**config.mk**
```make
export PLATFORM = sky130hd
export DESIGN_NAME = gpio_modeport
export DESIGN_NICKNAME = d
export VERILOG_FILES = /design/src/rtl/gpio_modeport.sv
export SDC_FILE = /design/constraint.sdc
export NUM_CORES = 1
export LEC_CHECK = 0
export BUFFER_PORTS_ARGS = -buffer_cell sky130_fd_sc_hd__buf_2
export CORE_ASPECT_RATIO = 0.75
export CORE_MARGIN = 2
export CORE_UTILIZATION = 55
export CTS_CLUSTER_SIZE = 8
export DETAILED_ROUTE_END_ITERATION = 7
export GPL_ROUTABILITY_DRIVEN = 0
export PLACE_DENSITY = 0.85
export SLEW_MARGIN = 20
export SYNTH_ARGS = -nofsm -noshare
export SYNTH_HDL_FRONTEND = slang
export SYNTH_SLANG_ARGS = --single-unit
```
**constraint.sdc**
```tcl
create_clock -name clk -period 1.6 [get_ports clk]
set_input_delay 0.08 -clock clk [delete_from_list [all_inputs] [get_ports clk]]
set_output_delay 0.08 -clock clk [all_outputs]
set_load 0.005 [all_outputs]
```
**src/rtl/gpio_modeport.sv**
```systemverilog
module gpio_modeport #(
  parameter int          WIDTH     = 8,
  parameter int          ADDR_W    = 2,
  parameter logic [WIDTH-1:0] DIR_RST   = 8'h08,
  parameter logic [WIDTH-1:0] OPT_RST   = 8'h02,
  parameter logic [WIDTH-1:0] NOPU_MASK = 8'h08
) (
  input  logic              clk,
  input  logic              rst_n,
  input  logic [ADDR_W-1:0] bus_addr,
  input  logic [WIDTH-1:0]  bus_wdata,
  input  logic              bus_we,
  input  logic              bus_re,
  output logic [WIDTH-1:0]  bus_rdata,
  input  logic [WIDTH-1:0]  pad_in,
  output logic [WIDTH-1:0]  pad_out,
  output logic [WIDTH-1:0]  pad_oe,
  output logic [WIDTH-1:0]  pad_pu,
  output logic              irq
);
  localparam logic [ADDR_W-1:0] A_DATA = ADDR_W'(0);
  localparam logic [ADDR_W-1:0] A_DIR  = ADDR_W'(1);
  localparam logic [ADDR_W-1:0] A_OPT  = ADDR_W'(2);

  logic [WIDTH-1:0] data_q, dir_q, opt_q;
  logic [WIDTH-1:0] s1_q, s2_q, hist_q;
  logic [WIDTH-1:0] int_en, fall;
  logic             irq_q, data_rd;

  always_ff @(posedge clk or negedge rst_n) begin
    if (!rst_n) begin
      data_q <= '0;
      dir_q  <= DIR_RST;
      opt_q  <= OPT_RST;
    end else if (bus_we) begin
      if (bus_addr == A_DATA) data_q <= bus_wdata;
      if (bus_addr == A_DIR)  dir_q  <= bus_wdata;
      if (bus_addr == A_OPT)  opt_q  <= bus_wdata;
    end
  end

  // history tracks the synchronized level every cycle, including mode writes
  always_ff @(posedge clk or negedge rst_n) begin
    if (!rst_n) begin
      s1_q   <= '0;
      s2_q   <= '0;
      hist_q <= '0;
    end else begin
      s1_q   <= pad_in;
      s2_q   <= s1_q;
      hist_q <= s2_q;
    end
  end

  assign int_en  = ~dir_q & opt_q & ~NOPU_MASK;
  assign fall    = int_en & hist_q & ~s2_q;
  assign data_rd = bus_re && (bus_addr == A_DATA);

  always_ff @(posedge clk or negedge rst_n) begin
    if (!rst_n)       irq_q <= 1'b0;
    else if (|fall)   irq_q <= 1'b1;
    else if (data_rd) irq_q <= 1'b0;
  end

  always_comb begin
    case (bus_addr)
      A_DATA:  bus_rdata = (dir_q & data_q) | (~dir_q & s2_q);
      A_DIR:   bus_rdata = dir_q;
      A_OPT:   bus_rdata = opt_q;
      default: bus_rdata = '0;
    endcase
  end

  assign pad_oe  = dir_q & (opt_q | ~data_q);
  assign pad_out = dir_q & opt_q & data_q;
  assign pad_pu  = int_en;
  assign irq     = irq_q;
endmodule

```
==> impl_metrics.env, run 1 <==
export IMPL_worst_pin_slew_ns=0.589
export IMPL_synth_top_family_by_area="multiplexers"
export IMPL_die_h_um=56.5
export IMPL_dr_pass1_iters=4
export IMPL_fin_crit_sh_pct=86.5
export IMPL_synth_main_ff_cell="dfrtp_1"
export IMPL_drive_gt1_share_pct=41.4
export IMPL_hold_violations=0
export IMPL_die_width_um=74.0
export IMPL_synth_compound_area_share_pct=11.7
export IMPL_place_area_sq_mm=0.00236
export IMPL_final_cells=279
export IMPL_avgSynthCellArea_sq_um=12.9
export IMPL_final_setup_tns_ns=0
export IMPL_first_iter_violations=100
export IMPL_fillCellCount=257
export IMPL_grt_pass1_wl_mm=6.80
export IMPL_nNetsFinal=248
export IMPL_ctsHoldBuffers=9
export IMPL_syn_inst=157
export IMPL_vdd_ir_drop_max_v=0.000720
export IMPL_worstRegToRegCells=3
export IMPL_start_util_pct=56.3
export IMPL_synthAdderAreaFrac_pct=0
export IMPL_synthesis_area_sq_mm=0.00202
export IMPL_clock_skew_ns=0.00724
export IMPL_clkSinkCount=48
export IMPL_io_pins=55
export IMPL_timing_rr_start="opt_q[6]"
export IMPL_post_dp_hpwl_mm=2.97
export IMPL_clock_path_buffers=2
export IMPL_ys_seq_area_share_pct=59.6
export IMPL_final_cell_area_sq_mm=0.00254
export IMPL_r2r_end="irq"
export IMPL_clk_pin_slew_ns=0.09
export IMPL_fin_hold_ws_ns=0.0422
export IMPL_hp_class="input port to flop"
export IMPL_critPathMaxFanout=7
export IMPL_criticalPathCategory="flop to primary output"
export IMPL_synth_top_area_share_pct=57.0
export IMPL_finalSetupViolations=0
export IMPL_drtAntennaViolNets=0
export IMPL_slew_headroom_pct=60.8
export IMPL_grt_pass1_vias=1381
export IMPL_remaining_drc_errors=0
export IMPL_port_buffers=53
export IMPL_clock_latency_ns=0.30
export IMPL_antenna_found_initial=0
export IMPL_cts_setup_buffers=0
export IMPL_rsz0062_at_grt="no"
export IMPL_cts_resized=0
export IMPL_grt_ovfl_total=0
export IMPL_worstPathArrival_ns=1.30
export IMPL_synthMuxAreaShare_pct=13.4
export IMPL_required_ns=1.52
export IMPL_diodes=0
export IMPL_ys_warn_count=0
export IMPL_grt_max_degree=26
export IMPL_fp_coreArea_sq_mm=0.00359
export IMPL_maxSlewViolCount=0
export IMPL_utilization_pct=70.8
export IMPL_wl_per_cell_um=14.8
export IMPL_cts_root_buffer="clkbuf_8"
export IMPL_status="finished, final reports clean"
export IMPL_worstSetupEndpoint="bus_rdata[5]"
export IMPL_synth_common_cells="dfrtp_1 (46), mux2_2 (24), nor2_1 (14)"
export IMPL_die_area_sq_mm=0.00418
export IMPL_cts_inserted_buffers=5
export IMPL_synth_area_top_cells="dfrtp_1 (57%), mux2_2 (13%), nor4bb_1 (3.0%)"
export IMPL_grt_use_total_pct=22.2
export IMPL_htree_num_levels=2
export IMPL_dp_cells=262
export IMPL_yosysTopAreaCell="dfrtp_1"
export IMPL_power_per_cell_area_mw_per_mm2=1100
export IMPL_end_kind="primary output"
export IMPL_yosysMostFrequentCell="dfrtp_1"
export IMPL_synthSimpleGateAreaFrac_pct=11.3
export IMPL_critPathLaunchType="flop"
export IMPL_synth_edf_count=0
export IMPL_syn_nets=179
export IMPL_drt_total_wl_mm=4.13
export IMPL_maxCapViolCount=0
export IMPL_ys_types=25
export IMPL_synth_seq_cells=48
export IMPL_post_drt_via_cell_ratio=5.25
export IMPL_async_reset_ff_share_pct=100
export IMPL_leakage_uw=0.00123
export IMPL_num_rows=19
export IMPL_area_growth_pct=25.8
export IMPL_max_freq_mhz=723
export IMPL_period_minus_slack_ns=1.38
export IMPL_crit_start="dir_q[5]"
export IMPL_num_vias=1464
export IMPL_synth_xor_area_share_pct=0
export IMPL_cts_tree="built"
export IMPL_r2r_slack_ns=0.30
area by class of cell:
class                           count  area, sq um  share of cell area [%]
Tap cell                           52         65.1                    2.56
Sequential cell                    48         1200                    47.4
Inverter                           11         41.3                    1.63
Clock inverter                      2         12.5                   0.493
Clock buffer                        6         72.6                    2.86
Multi-Input combinational cell     93          739                    29.1
Timing Repair Buffer               67          405                    16.0
kinds of logic (layout without fill, tap and decap cells):
logic type	count (synthesis)	after routing
compound gates	34	34
simple gates	34	34
flops	48	48
other cells	1	1
mux	24	24
buf+inv	16	86
layer usage:
layer,wire length [um],part of all wire (%),track usage (%),vias up
met5,0,0,0,-
met4,65,1.6,6.49,0
met3,260,6.3,8.44,7
met2,1850,45,31.8,49
met1,1950,47,31.8,700
li1,-,-,-,708
cell usage in the layout, fill, tap and decap left out:
master,count
nor3b_4,1
nor4_1,1
a21boi_0,8
o31ai_1,1
nand3b_4,1
clkbuf_8,5
clkinv_2,1
o211ai_1,8
dlygate4sd3_1,9
nand3_2,1
conb_1,1
clkinvlp_4,1
o21ai_0,8
a22oi_1,8
nor2_1,14
nand3_1,1
clkbuf_1,1
buf_4,4
inv_1,10
dfstp_2,2
clkinv_1,1
nor4bb_1,6
a311oi_1,1
and3_1,8
buf_12,1
dfrtp_1,46
nor2b_1,1
buf_2,53
mux2_2,24
registers in the layout, summed over array words and instances (netlist names):
register,flops
s2_q,8
dir_q,8
s1_q,8
opt_q,8
data_q,8
hist_q,7
irq,1
worst min path at each step:
| stage | startpoint | endpoint | cells after the start |
|---|---|---|---|
| 5_1_grt | bus_wdata[4] | data_q[4] | 2 |
| 6_report | bus_wdata[4] | data_q[4] | 2 |
| 2_1_floorplan | rst_n | data_q[0] | 0 |
| 3_5_place_dp | rst_n | hist_q[1] | 1 |
| 3_3_place_gp | rst_n | hist_q[1] | 1 |
| 4_1_cts | bus_wdata[3] | data_q[3] | 2 |
power by group:
part | total, uW | switching, uW | internal [uW]
Sequential | 1530 | 161 | 1370
Clock | 692 | 386 | 306
Combinational | 580 | 248 | 332
Total | 2800 | 796 | 2010
through the flow:
step / total power [uW] / setup slack (ns)
after global routing: 2970 / 0.0682
after floorplan: 1830 / 0.583
final: 2800 / 0.217
after global placement: 2100 / 0.358
after detailed placement: 2120 / 0.344
after CTS: 2820 / 0.202
critical path: stages, from the launching register on:
cell	delay [ns]
dfrtp_1	0.45
nor2_1	0.12
a22oi_1	0.07
o21ai_0	0.22
buf_2	0.16
(Power assumes the default switching activity.)
==> inputs of run 2 (changes only) <==
--- a/config.mk
+++ b/config.mk
@@ -8,11 +8,12 @@
 export BUFFER_PORTS_ARGS = -buffer_cell sky130_fd_sc_hd__buf_2
 export CORE_ASPECT_RATIO = 0.75
 export CORE_MARGIN = 2
-export CORE_UTILIZATION = 55
+export CORE_UTILIZATION = 48
+export CTS_BUF_LIST = sky130_fd_sc_hd__clkbuf_2 sky130_fd_sc_hd__clkbuf_4 sky130_fd_sc_hd__clkbuf_8
 export CTS_CLUSTER_SIZE = 8
 export DETAILED_ROUTE_END_ITERATION = 7
 export GPL_ROUTABILITY_DRIVEN = 0
-export PLACE_DENSITY = 0.85
+export PLACE_DENSITY = 0.79
 export SLEW_MARGIN = 20
 export SYNTH_ARGS = -nofsm -noshare
 export SYNTH_HDL_FRONTEND = slang
==> constraint.sdc (replaced) <==
create_clock -name clk -period 1.21 [get_ports clk]
set_input_delay 0.0605 -clock clk [delete_from_list [all_inputs] [get_ports clk]]
set_output_delay 0.0605 -clock clk [all_outputs]
set_load 0.005 [all_outputs]
==> run 2 against run 1 <==
Net effect:
- the run now ends with negative setup slack left
- first-iteration DRC count is 25% lower
- via count increased by 5.3%
- worst hold slack worse by 0.035 ns
- sequential power rose by 32%
- count of clock-buffer cells in the layout decreased by 1
- power rose by 51%
- routed wire length rose by 7.2%
- sequential share of layout area shrank 4.0 points
- clock skew fell by 0.0016 ns
- utilization down 2.1 points
- non-clock buffer count grew 14
- clock power increased by 71%
- critical path type unchanged
- largest cell class unchanged
- highest routed layer unchanged
==> impl_metrics.env, run 2 (same netlist as run 1, synthesis figures left out) <==
export IMPL_die_area_sq_mm=0.00475
export IMPL_post_dp_hpwl_mm=2.92
export IMPL_p_comb_share_pct=24.2
export IMPL_end_kind="primary output"
export IMPL_post_drt_via_cell_ratio=5.21
export IMPL_period_minus_slack_ns=1.35
export IMPL_dp_cells=269
export IMPL_hold_violations=0
export IMPL_p_sw_share_pct=27.9
export IMPL_finalPower_uw=4230
export IMPL_clock_skew_ns=0.00565
export IMPL_nNetsFinal=262
export IMPL_grt_use_total_pct=19.4
export IMPL_vdd_ir_drop_max_v=0.000909
export IMPL_wl_per_cell_um=15.0
export IMPL_area_growth_pct=37.9
export IMPL_maxSlewViolCount=0
export IMPL_setup_ws_ns=-0.144
export IMPL_worstPathArrival_ns=1.29
export IMPL_p_clk_share_pct=28.0
export IMPL_drtAntennaViolNets=0
export IMPL_required_ns=1.15
export IMPL_grt_ovfl_total=0
export IMPL_finalSetupViolations=9
export IMPL_fin_crit_sh_pct=112
export IMPL_final_cells=296
export IMPL_power_per_cell_area_mw_per_mm2=1520
export IMPL_max_freq_mhz=739
export IMPL_fp_coreArea_sq_mm=0.00405
export IMPL_rsz0062_at_grt="yes"
export IMPL_place_area_sq_mm=0.00240
export IMPL_cts_inserted_buffers=5
export IMPL_drt_total_wl_mm=4.43
export IMPL_clock_path_buffers=2
export IMPL_die_h_um=60.2
export IMPL_remaining_drc_errors=0
export IMPL_maxCapViolCount=0
export IMPL_htree_num_levels=2
export IMPL_num_rows=20
export IMPL_critPathLaunchType="flop"
export IMPL_final_cell_mix="buf_2 (52), dfrtp_1 (43), mux2_2 (24), nor2_1 (14), buf_4 (13)"
export IMPL_diodes=0
export IMPL_io_pins=55
export IMPL_p_sw_uw=1180
export IMPL_port_buffers=53
export IMPL_violations="negative setup slack"
export IMPL_criticalPathCategory="flop to primary output"
export IMPL_clkSinkCount=48
export IMPL_clock_latency_ns=0.31
export IMPL_grt_pass1_vias=1393
export IMPL_dr_pass1_iters=4
export IMPL_grt_max_degree=49
export IMPL_final_common_cell="buf_2"
export IMPL_hp_class="input port to flop"
export IMPL_grt_pass1_wl_mm=6.81
export IMPL_antenna_found_initial=0
export IMPL_p_int_uw=3050
export IMPL_status="finished with violations"
export IMPL_cts_tree="built"
export IMPL_clk_pin_slew_ns=0.09
export IMPL_final_cell_area_sq_mm=0.00279
export IMPL_leakage_uw=0.00134
export IMPL_first_iter_violations=75
export IMPL_start_util_pct=49.8
export IMPL_cts_root_buffer="clkbuf_8"
export IMPL_final_setup_tns_ns=-0.448
export IMPL_utilization_pct=68.7
export IMPL_critPathMaxFanout=4
export IMPL_drive_gt1_share_pct=51.9
export IMPL_die_width_um=78.9
export IMPL_num_vias=1542
export IMPL_seqPwrFrac_pct=47.8
==> run 2: changes by cell type in the layout (fill, tap and decap cells not counted), moves of 4 or more <==
cell,change
buf_4,+9
o21ai_0,-8
o21ai_1,+8
buf_6,+6
a21boi_0,-6
a21boi_2,+4
==> run 2: critical path, stage by stage, from the launching register on <==
cell	delay [ns]
dfstp_2	0.56
nor2_1	0.04
a22oi_1	0.16
o21ai_1	0.09
buf_2	0.13
==> run 2: timing repair <==
| action | 4_1_cts | 5_1_grt |
|---|---|---|
| gates resized for setup | 17 | 21 |
| buffers inserted | 9 | 2 |
| endpoints found under the hold margin | 56 | 0 |
| endpoints found under the setup margin | 10 | 22 |
| hold buffers | 9 | 0 |
| pin swaps | 5 | 5 |
==> run 2: per-stage QoR <==
stage	hold slack (ns)	worst slack, ns
3_5_place_dp	0.0616	0.0598
4_1_cts	0.00841	-0.136
6_report	0.00746	-0.144
3_3_place_gp	0.0591	0.0498
2_1_floorplan	-0.235	0.206
5_1_grt	0.00826	-0.186
==> run 2: power groups by stage <==
stage	clock (uW)	sequential (uW)	combinational, uW
after global routing	1280	2050	1110
after CTS	1200	1990	932
after global placement	0	2030	759
after detailed placement	0	2040	783
after floorplan	0	1980	434
final	1180	2020	1020
==> run 2: layout make-up <==
cell class	instances	area (sq um)
fill	313	1270
sequential	48	1210
multi-input combinational	93	816
timing repair buffer	81	536
clock buffer	5	68.8
tap	55	68.8
clock inverter	3	47.5
inverter	11	41.3
==> run 2: final timing paths <==
kind                       cells after the start  slack (ns)          from            to
max in group asynchronous                      3        0.69         rst_n      opt_q[1]
setup / recovery                               4       -0.14      dir_q[3]  bus_rdata[3]
min in group asynchronous                      3        0.24         rst_n       s2_q[2]
setup reg to reg                               3        0.06      opt_q[6]           irq
hold / removal                                 2       0.007  bus_wdata[7]      dir_q[7]
hold reg to reg                                0        0.35       s1_q[7]       s2_q[7]
==> run 2: routing by layer <==
metal  part of all wire [%]  vias to the layer above  GRT usage (%)
met3                    6.8                        8           4.08
li1                       -                      732              -
met5                      0                        -              0
met4                    1.1                        0           8.62
met2                     46                       58           30.9
met1                     46                      744           26.3
==> inputs of run 3 (changes only) <==
==> config.mk (replaced) <==
export PLATFORM = sky130hd
export DESIGN_NAME = gpio_modeport
export DESIGN_NICKNAME = d
export VERILOG_FILES = /design/src/rtl/gpio_modeport.sv
export SDC_FILE = /design/constraint.sdc
export NUM_CORES = 1
export LEC_CHECK = 0
export CORE_ASPECT_RATIO = 0.75
export CORE_MARGIN = 2
export CORE_UTILIZATION = 55
export CTS_BUF_LIST = sky130_fd_sc_hd__clkbuf_2 sky130_fd_sc_hd__clkbuf_4 sky130_fd_sc_hd__clkbuf_8
export CTS_CLUSTER_SIZE = 8
export DETAILED_ROUTE_END_ITERATION = 7
export DONT_BUFFER_PORTS = 1
export GPL_ROUTABILITY_DRIVEN = 0
export PLACE_DENSITY = 0.75
export SLEW_MARGIN = 20
export SYNTH_ARGS = -nofsm -noshare
export SYNTH_HDL_FRONTEND = slang
export SYNTH_SLANG_ARGS = --single-unit
==> run 3 against run 2 <==
Net effect:
- the run still ends with negative setup slack left
- power decreased by 9.3%
- via count fell by 10%
- routed wire length is 6.9% lower
- maximum frequency rose by 10%
- sequential power barely moved
- sequential share of layout area up 5.2 points
- largest cell class unchanged
- first-iteration DRC count shrank 47%
- count of clock-buffer cells in the layout up 1
- worst hold slack gained 0.089 ns
- sequential cell count is the same
- setup slack improved by 0.13 ns
- largest power group unchanged
==> impl_metrics.env, run 3 (same netlist as run 1, synthesis figures left out) <==
export IMPL_criticalPathCategory="flop to primary output"
export IMPL_wl_per_cell_um=17.2
export IMPL_violations="negative setup slack"
export IMPL_grt_ovfl_total=0
export IMPL_final_cells=240
export IMPL_antenna_found_initial=0
export IMPL_end_kind="primary output"
export IMPL_required_ns=1.15
export IMPL_wl_met2_mm=2.02
export IMPL_grt_pass1_vias=1318
export IMPL_m1WireLength_mm=1.69
export IMPL_cp_cell_sequence="nor2_1 -> a22oi_1 -> o21ai_1"
export IMPL_maxSlewViolCount=0
export IMPL_nNetsFinal=209
export IMPL_clkSinkCount=48
export IMPL_htree_num_levels=2
export IMPL_fp_coreArea_sq_mm=0.00359
export IMPL_drive_gt1_share_pct=33.0
export IMPL_fin_crit_sh_pct=101
export IMPL_io_pins=55
export IMPL_cpPeakStageDelay_ns=0.56
export IMPL_num_rows=19
export IMPL_grt_max_degree=49
export IMPL_port_buffers=0
export IMPL_final_cell_area_sq_mm=0.00249
export IMPL_clk_pin_slew_ns=0.09
export IMPL_critPathLaunchType="flop"
export IMPL_grt_use_total_pct=20.2
export IMPL_hold_violations=0
export IMPL_period_minus_slack_ns=1.23
export IMPL_dr_pass1_iters=4
export IMPL_area_growth_pct=23.5
export IMPL_post_drt_via_cell_ratio=5.78
export IMPL_place_area_sq_mm=0.00208
export IMPL_grt_pass1_wl_mm=6.13
export IMPL_finalSetupViolations=1
export IMPL_num_vias=1388
export IMPL_max_freq_mhz=815
export IMPL_dp_slack_ns=0.102
export IMPL_clock_path_buffers=2
export IMPL_dp_cells=208
export IMPL_crit_slowest_cell="dfstp_2"
export IMPL_cts_inserted_buffers=5
export IMPL_rsz0062_at_grt="yes"
export IMPL_maxCapViolCount=0
export IMPL_start_util_pct=56.3
export IMPL_power_per_cell_area_mw_per_mm2=1540
export IMPL_highest_layer="met4"
export IMPL_die_area_sq_mm=0.00418
export IMPL_setup_ws_ns=-0.0170
export IMPL_status="finished with violations"
export IMPL_fillCellCount=253
export IMPL_post_dp_hpwl_mm=2.65
export IMPL_drt_total_wl_mm=4.13
export IMPL_hp_class="input port to flop"
export IMPL_dr_wl_met3_um=328
export IMPL_critPathMaxFanout=5
export IMPL_remaining_drc_errors=0
export IMPL_worstPathArrival_ns=1.17
export IMPL_diodes=0
export IMPL_drtAntennaViolNets=0
export IMPL_clock_latency_ns=0.30
export IMPL_clock_skew_ns=0.00776
export IMPL_vdd_ir_drop_max_v=0.00117
export IMPL_leakage_uw=0.00108
export IMPL_die_h_um=56.5
export IMPL_final_cell_mix="dfrtp_1 (40), mux2_2 (24), dlygate4sd3_1 (20), nor2_1 (10), inv_1 (10)"
export IMPL_cts_root_buffer="clkbuf_8"
export IMPL_die_width_um=74.0
export IMPL_first_iter_violations=40
export IMPL_final_common_cell="dfrtp_1"
export IMPL_cts_tree="built"
[run 3: worst max-delay path: cells and delay by family (launching register included)]
kind,cells,cell delay (ns)
AOI/OAI and AO/OA,2,0.25
and+or+nand+nor,1,0.05
DFF,1,0.56
[run 3: final timing paths]
| check | from | end | slack [ns] | depth (start not counted) |
|---|---|---|---|---|
| min reg2reg | s1_q[6] | s2_q[6] | 0.35 | 0 |
| max reg2reg | dir_q[5] | irq | 0.09 | 4 |
| max | dir_q[3] | bus_rdata[3] | -0.02 | 3 |
| max in group asynchronous | rst_n | opt_q[1] | 0.69 | 2 |
| min | bus_we | opt_q[5] | 0.1 | 2 |
| min in group asynchronous | rst_n | s2_q[4] | 0.26 | 2 |
[run 3: per-layer routing]
metal,vias up,GRT usage [%]
met5,-,0
met4,0,7.53
met3,11,10.2
met2,57,31.1
met1,696,24.4
li1,624,-
[run 3: repair_timing]
action                     in CTS  in global routing
hold endpoints to repair       81                  0
pin swaps                       2                 11
setup endpoints to repair       5                 11
hold buffers                   21                  0
gates resized for setup         5                 22
setup buffers                   0                  3
[run 3: through the flow]
stage / utilization [%] / hold slack (ns) / total power (uW) / TNS [ns]
floorplan: - / -0.235 / 2420 / 0
global route: 69.5 / 0.0966 / 4020 / -0.149
finish: 69.5 / 0.0960 / 3830 / -0.0170
CTS: 67.4 / 0.0882 / 3780 / -0.0216
detailed placement: 57.9 / -0.234 / 2540 / 0
global placement: 57.9 / -0.234 / 2500 / 0
[run 3: final cells by class]
cell class / instances / area [sq um] / area share [%]
Sequential cell: 48 / 1210 / 48.5
Multi-Input combinational cell: 93 / 782 / 31.3
Timing Repair Buffer: 28 / 284 / 11.4
Clock buffer: 6 / 76.3 / 3.06
Tap cell: 52 / 65.1 / 2.61
Inverter: 11 / 41.3 / 1.65
Clock inverter: 2 / 35.0 / 1.40
[run 3: power by group]
part | total, uW | internal [uW] | switching (uW)
clock | 1140 | 636 | 500
combinational | 670 | 375 | 294
sequential | 2030 | 1820 | 207
total | 3830 | 2830 | 1000
